[src/rtl/mdp_pkg.sv]
package mdp_pkg;

    typedef enum logic [1:0] {
        ST_FILL   = 2'd0,
        ST_PAD    = 2'd1,
        ST_LEN_HI = 2'd2
    } pad_state_t;

    localparam logic [7:0] MARK_BYTE = 8'h80;

endpackage

[src/rtl/mdp_byte_packer.sv]
module mdp_byte_packer #(
    parameter int CNT_W = 64
) (
    input  logic             clk,
    input  logic             rst_n,
    input  logic             restart,
    input  logic             flush,
    input  logic             take,
    input  logic [7:0]       din,
    output logic [1:0]       lane,
    output logic             word_done,
    output logic [31:0]      merged_word,
    output logic [31:0]      mark_word,
    output logic [CNT_W-1:0] byte_cnt
);
    import mdp_pkg::*;

    logic [31:0] pend;

    // Each lane takes either the incoming byte / marker or the held byte.
    for (genvar g = 0; g < 4; g++) begin : g_lane
        assign merged_word[8*g +: 8] = (lane == 2'(g)) ? din       : pend[8*g +: 8];
        assign mark_word[8*g +: 8]   = (lane == 2'(g)) ? MARK_BYTE : pend[8*g +: 8];
    end

    assign word_done = take && (lane == 2'd3);

    always_ff @(posedge clk or negedge rst_n) begin
        if (!rst_n) begin
            pend     <= '0;
            lane     <= '0;
            byte_cnt <= '0;
        end else if (restart) begin
            pend     <= '0;
            lane     <= '0;
            byte_cnt <= '0;
        end else if (flush) begin
            pend <= '0;
            lane <= '0;
        end else if (take) begin
            byte_cnt <= byte_cnt + 1'b1;
            lane     <= lane + 2'd1;
            pend     <= (lane == 2'd3) ? '0 : merged_word;
        end
    end


    cnt_step_chk: assert property (@(posedge clk) disable iff (!rst_n)
        (take && !restart) |=> (byte_cnt == $past(byte_cnt) + 1'b1));


    pend_empty_chk: assert property (@(posedge clk) disable iff (!rst_n)
        (lane == 2'd0) |-> (pend == '0));

endmodule

[src/rtl/mdp_len_fmt.sv]
module mdp_len_fmt #(
    parameter int CNT_W = 64
) (
    input  logic             sha_mode,
    input  logic [CNT_W-1:0] byte_cnt,
    output logic [31:0]      len_first,
    output logic [31:0]      len_second
);
    localparam int LEN_W = 64;

    logic [LEN_W-1:0] bits;
    logic [31:0]      be_hi;
    logic [31:0]      be_lo;

    assign bits = LEN_W'({byte_cnt, 3'b000});

    // Big-endian stream order: most significant length byte in lane 0.
    for (genvar g = 0; g < 4; g++) begin : g_swap
        assign be_hi[8*g +: 8] = bits[63-8*g -: 8];
        assign be_lo[8*g +: 8] = bits[31-8*g -: 8];
    end

    assign len_first  = sha_mode ? be_hi : bits[31:0];
    assign len_second = sha_mode ? be_lo : bits[63:32];

endmodule

[src/rtl/mdp_ctrl.sv]
module mdp_ctrl #(
    parameter int BLOCK_WORDS = 16
) (
    input  logic        clk,
    input  logic        rst_n,
    input  logic        clr,
    input  logic        fin,
    input  logic        in_valid,
    input  logic        out_ready,
    input  logic        word_done,
    input  logic [31:0] merged_word,
    input  logic [31:0] mark_word,
    input  logic [31:0] len_first,
    input  logic [31:0] len_second,
    output logic        in_ready,
    output logic        take,
    output logic        flush,
    output logic        restart,
    output logic        out_valid,
    output logic [31:0] out_data,
    output logic        out_last
);
    import mdp_pkg::*;

    localparam int PW      = $clog2(BLOCK_WORDS);
    localparam int LEN_POS = BLOCK_WORDS - 2;

    pad_state_t    state, nxt;
    logic [PW-1:0] wpos;
    logic          slot_free;
    logic          load;
    logic [31:0]   ld_data;
    logic          ld_last;

    assign slot_free = !out_valid || out_ready;
    assign in_ready  = (state == ST_FILL) && slot_free && !fin && !clr;
    assign take      = in_ready && in_valid;

    always_comb begin
        nxt     = state;
        load    = 1'b0;
        ld_data = '0;
        ld_last = 1'b0;
        flush   = 1'b0;
        restart = clr;
        unique case (state)
            ST_FILL: begin
                if (slot_free && fin) begin
                    load    = 1'b1;
                    ld_data = mark_word;
                    flush   = 1'b1;
                    nxt     = ST_PAD;
                end else if (word_done) begin
                    load    = 1'b1;
                    ld_data = merged_word;
                end
            end
            ST_PAD: begin
                if (slot_free) begin
                    load = 1'b1;
                    if (wpos == PW'(LEN_POS)) begin
                        ld_data = len_first;
                        nxt     = ST_LEN_HI;
                    end
                end
            end
            ST_LEN_HI: begin
                if (slot_free) begin
                    load    = 1'b1;
                    ld_data = len_second;
                    ld_last = 1'b1;
                    restart = 1'b1;
                    nxt     = ST_FILL;
                end
            end
            default: nxt = ST_FILL;
        endcase
    end

    always_ff @(posedge clk or negedge rst_n) begin
        if (!rst_n)   state <= ST_FILL;
        else if (clr) state <= ST_FILL;
        else          state <= nxt;
    end

    always_ff @(posedge clk or negedge rst_n) begin
        if (!rst_n) begin
            out_valid <= 1'b0;
            out_data  <= '0;
            out_last  <= 1'b0;
            wpos      <= '0;
        end else if (clr) begin
            out_valid <= 1'b0;
            out_data  <= '0;
            out_last  <= 1'b0;
            wpos      <= '0;
        end else if (load) begin
            out_valid <= 1'b1;
            out_data  <= ld_data;
            out_last  <= ld_last;
            wpos      <= ld_last ? '0 : wpos + 1'b1;
        end else if (out_ready) begin
            out_valid <= 1'b0;
            out_last  <= 1'b0;
        end
    end


    stall_hold_chk: assert property (@(posedge clk) disable iff (!rst_n || clr)
        (out_valid && !out_ready) |=> (out_valid && $stable(out_data) && $stable(out_last)));


    last_pos_chk: assert property (@(posedge clk) disable iff (!rst_n)
        (state == ST_LEN_HI) |-> (wpos == PW'(BLOCK_WORDS - 1)));


    fin_block_chk: assert property (@(posedge clk) disable iff (!rst_n || clr)
        (state == ST_FILL && fin && slot_free) |=> !in_ready);

endmodule

[src/rtl/md_pad_packer.sv]
module md_pad_packer #(
    parameter int CNT_W       = 64,
    parameter int BLOCK_BYTES = 64
) (
    input  logic        clk,
    input  logic        rst_n,
    input  logic        clr,
    input  logic        sha_mode,
    input  logic        in_valid,
    input  logic [7:0]  in_data,
    output logic        in_ready,
    input  logic        fin,
    output logic        out_valid,
    output logic [31:0] out_data,
    output logic        out_last,
    input  logic        out_ready
);
    localparam int BLOCK_WORDS = BLOCK_BYTES / 4;

    logic             take, flush, restart, word_done;
    logic [1:0]       lane;
    logic [31:0]      merged_word, mark_word, len_first, len_second;
    logic [CNT_W-1:0] byte_cnt;

    mdp_byte_packer #(.CNT_W(CNT_W)) packer_i (
        .clk         (clk),
        .rst_n       (rst_n),
        .restart     (restart),
        .flush       (flush),
        .take        (take),
        .din         (in_data),
        .lane        (lane),
        .word_done   (word_done),
        .merged_word (merged_word),
        .mark_word   (mark_word),
        .byte_cnt    (byte_cnt)
    );

    mdp_len_fmt #(.CNT_W(CNT_W)) len_i (
        .sha_mode   (sha_mode),
        .byte_cnt   (byte_cnt),
        .len_first  (len_first),
        .len_second (len_second)
    );

    mdp_ctrl #(.BLOCK_WORDS(BLOCK_WORDS)) ctrl_i (
        .clk         (clk),
        .rst_n       (rst_n),
        .clr         (clr),
        .fin         (fin),
        .in_valid    (in_valid),
        .out_ready   (out_ready),
        .word_done   (word_done),
        .merged_word (merged_word),
        .mark_word   (mark_word),
        .len_first   (len_first),
        .len_second  (len_second),
        .in_ready    (in_ready),
        .take        (take),
        .flush       (flush),
        .restart     (restart),
        .out_valid   (out_valid),
        .out_data    (out_data),
        .out_last    (out_last)
    );


    idle_after_clr_chk: assert property (@(posedge clk) disable iff (!rst_n)
        clr |=> (!out_valid && (lane == 2'd0) && (byte_cnt == '0)));

endmodule

[config.mk]
export PLATFORM = sky130hd
export DESIGN_NAME = md_pad_packer
export DESIGN_NICKNAME = d
export VERILOG_FILES = /design/src/rtl/mdp_pkg.sv /design/src/rtl/mdp_byte_packer.sv /design/src/rtl/mdp_len_fmt.sv /design/src/rtl/mdp_ctrl.sv /design/src/rtl/md_pad_packer.sv
export SDC_FILE = /design/constraint.sdc
export NUM_CORES = 1
export LEC_CHECK = 0
export BUFFER_PORTS_ARGS = -buffer_cell sky130_fd_sc_hd__buf_2
export CELL_PAD_IN_SITES_DETAIL_PLACEMENT = 1
export CELL_PAD_IN_SITES_GLOBAL_PLACEMENT = 1
export CORE_UTILIZATION = 49
export DETAILED_ROUTE_END_ITERATION = 8
export GPL_TIMING_DRIVEN = 0
export PLACE_DENSITY_LB_ADDON = 0.1
export SLEW_MARGIN = 10
export SYNTH_ARGS = -nofsm -noshare
export SYNTH_HDL_FRONTEND = slang
export SYNTH_HIERARCHICAL = 1
export SYNTH_SLANG_ARGS = --single-unit
[constraint.sdc]
create_clock -name clk -period 3.7 [get_ports clk]
set_clock_uncertainty 0.15 [all_clocks]
set_input_delay 0.74 -clock clk [delete_from_list [all_inputs] [get_ports clk]]
set_output_delay 0.74 -clock clk [all_outputs]
set_load 0.05 [all_outputs]
==> key figures <==
Setup path
  • Kind of end point of the critical path: flip-flop
  • Crit path max fanout: 9
  • Data required, critical path: 3.90 ns
  • CP Launch Type: flip-flop
  • CP Data Arrival Time: 3.75 ns
  • Crit path kind: flip-flop to flip-flop

Power
  • Comb power frac: 0.268
  • Clock power share: 0.394
  • Leakage Power: 4.31 nW
  • VDD IR max: 0.368 mV
  • Sequential group share of total power: 0.338
  • Net Sw Power: 1.66 mW
  • Int Pwr: 3.22 mW
  • PD cells: 486 nW/µm²
  • Sw Share: 0.341

Routing
  • Antenna Nets Post-Route: 0
  • Router iterations before antenna repair: 9
  • DRC viols: 2
  • WL final: 31,500 µm
  • Initial drt markers: 763
  • Vias per inst: 6.74
  • DR WL/cell: 27.1 µm
  • Via count: 7,837

Floorplanning
  • Row count: 48
  • Ports: 50
  • DIE WIDTH: 136 µm
  • Initial Util: 0.505
  • Die area: 18,500 µm²
  • Die Span Y: 136 µm
  • Core area: 17,400 µm²

CTS
  • Clock transition at path regs: 0.06 ns
  • Clock latency on the worst-skew pair: 0.43 ns
  • Cts bufs inserted: 17
  • Clock Path Buffers: 2
  • Clock sink total: 135
  • CTS HTree Levels: 4
  • CTS tree: done
  • Root buffer cell: clkbuf_16

Final layout
  • Layout cells sized above 1: 0.245
  • Final layout net count: 952
  • ANT cells: 0
  • Design area: 10,000 µm²
  • Layout area overhead: 14.2%

Outcome
  • Violated checks: design-rule violations
  • Status: complete, but fails checks

Global route
  • Largest net degree at the start of global routing: 87
  • Initial antenna violation count: 0
  • Number of global-route vias before repair: 8,125
  • GRT Total Usage: 0.355
  • GRT overflow: 0
  • First-pass GRT wire length: 48,100 µm

Timing
  • Fin crit share: 0.959
  • Slew HR: 0.307
  • Final setup violation count: 0
  • Final WS setup: 0.151 ns
  • Slew @ Worst Pin: 1.03 ns
  • Final Critical Period: 3.55 ns
  • Max-slew violations: 0
  • Final TNS setup: 0 ns
  • Final hold vios: 0
  • FMAX: 282 MHz

Place
  • Final Wtd Congestion: 0.904
  • DP HPWL: 22,700 µm
  • Buffers on Ports: 46
  • Pre-CTS setup slack: -0.373 ns
  • Dpl cell area: 9350 µm²

Synthesis
  • Post-synthesis cell count: 858
  • Syn avg cell area: 10.2 µm²
  • Synth warnings: 6
  • Syn Nets: 885
  • Cell area after synthesis: 8790 µm²

Flow run
  • Number of max-cap violations: 0

Min path
  • Hold Crit Class: input port to asynchronous set/reset pin
area by class of cell:
class                   instances  area [µm²]
plain buffers                  63         412
multi-input cells             642        4970
fillers                      1931        7380
clock buffers                  23         488
flip-flops and latches        135        3380
inverters                      17        66.3
repair buffers                 49         279
well taps                     225         282
clock inverters                 8         168
path summary, 6_finish.rpt:
| check | start | to | slack [ns] | cells after the start |
|---|---|---|---|---|
| setup / recovery | ctrl_i/state[1]$_DFFE_PN0P_ | packer_i/byte_cnt[58]$_DFFE_PN0P_ | 0.15 | 13 |
| hold / removal | rst_n | ctrl_i/wpos[1]$_DFFE_PN0P_ | 0.09 | 1 |
| setup reg to reg | ctrl_i/state[1]$_DFFE_PN0P_ | packer_i/byte_cnt[58]$_DFFE_PN0P_ | 0.15 | 13 |
| hold reg to reg | packer_i/pend[28]$_DFFE_PN0P_ | packer_i/pend[28]$_DFFE_PN0P_ | 0.33 | 1 |
| max in group asynchronous | rst_n | packer_i/byte_cnt[52]$_DFFE_PN0P_ | 2.49 | 2 |
| min in group clk | packer_i/pend[28]$_DFFE_PN0P_ | packer_i/pend[28]$_DFFE_PN0P_ | 0.33 | 1 |
power groups by stage:
| stage | logic, mW | registers, mW | clock network, mW |
|---|---|---|---|
| floorplan | 0.633 | 1.98 | 0 |
| global placement | 1.25 | 1.67 | 0 |
| detailed placement | 1.29 | 1.68 | 0 |
| CTS | 1.30 | 1.65 | 1.93 |
| global route | 1.38 | 1.67 | 1.99 |
| finish | 1.31 | 1.65 | 1.92 |
per-layer routing:
metal  track usage  vias to the layer above  wire length [µm]
li1              -                     3396                 -
met1         0.442                     4055             13000
met2         0.581                      311             15200
met3        0.0694                       75              1960
met4         0.186                        0              1290
met5             0                        -                 0
cells in the final DEF (no fill, tap or decap), types with 5 or more instances in the layout:
cell type / instances
or2_2: 5
buf_4: 6
nand3_1: 28
nand2_1: 59
buf_6: 8
a21o_1: 30
nor4_1: 10
nand4_1: 28
o21ai_0: 23
nor2b_1: 37
or3_1: 23
a21oi_1: 36
xnor2_1: 15
or4_1: 5
o31ai_1: 5
a32o_1: 25
nor2_1: 41
buf_2: 65
and2_1: 15
dfrtp_1: 135
and3_1: 6
inv_1: 16
buf_12: 5
bufinv_16: 5
a222oi_1: 29
clkbuf_16: 17
ha_1: 12
mux2_2: 10
a311oi_2: 30
clkbuf_1: 24
xor2_1: 14
nor3_1: 49
mux2_4: 54
registers in the layout, indices dropped and copies added, names as in the netlist:
signal             count
ctrl_i/out_data       32
ctrl_i/out_valid       1
ctrl_i/out_last        1
packer_i/byte_cnt     61
packer_i/lane          2
packer_i/pend         32
ctrl_i/wpos            4
ctrl_i/state           2
metrics by stage:
step                      utilization  hold WS (ns)  cells  power (mW)
after global routing            0.577         0.142   1162        5.04
after floorplan                     -         0.294    858        2.61
after global placement          0.535         0.314   1129        2.92
final                           0.577        0.0865   1162        4.88
after CTS                       0.576         0.119   1161        4.89
after detailed placement        0.537         0.318   1130        2.97
critical path, cell delays in order (launching register included):
cell and delay [ns]:
dfrtp_1 0.41, inv_1 0.15, ha_1 0.16, buf_4 0.16, inv_4 0.07, nor4_4 0.29, and2_2 0.35, and4b_1 0.38
and3_1 0.19, buf_2 0.21, nand4_1 0.12, buf_4 0.19, or4_1 0.47, a21oi_1 0.15
what timing repair did:
| item | in CTS | in global routing |
|---|---|---|
| buffers inserted | 0 | 2 |
| gates resized for setup | 4 | 1 |
| setup endpoints to repair | 20 | 11 |
| hold buffers | 0 | 0 |
| pin swaps | 1 | 1 |
No activity file was read; power rests on OpenSTA's default activity.
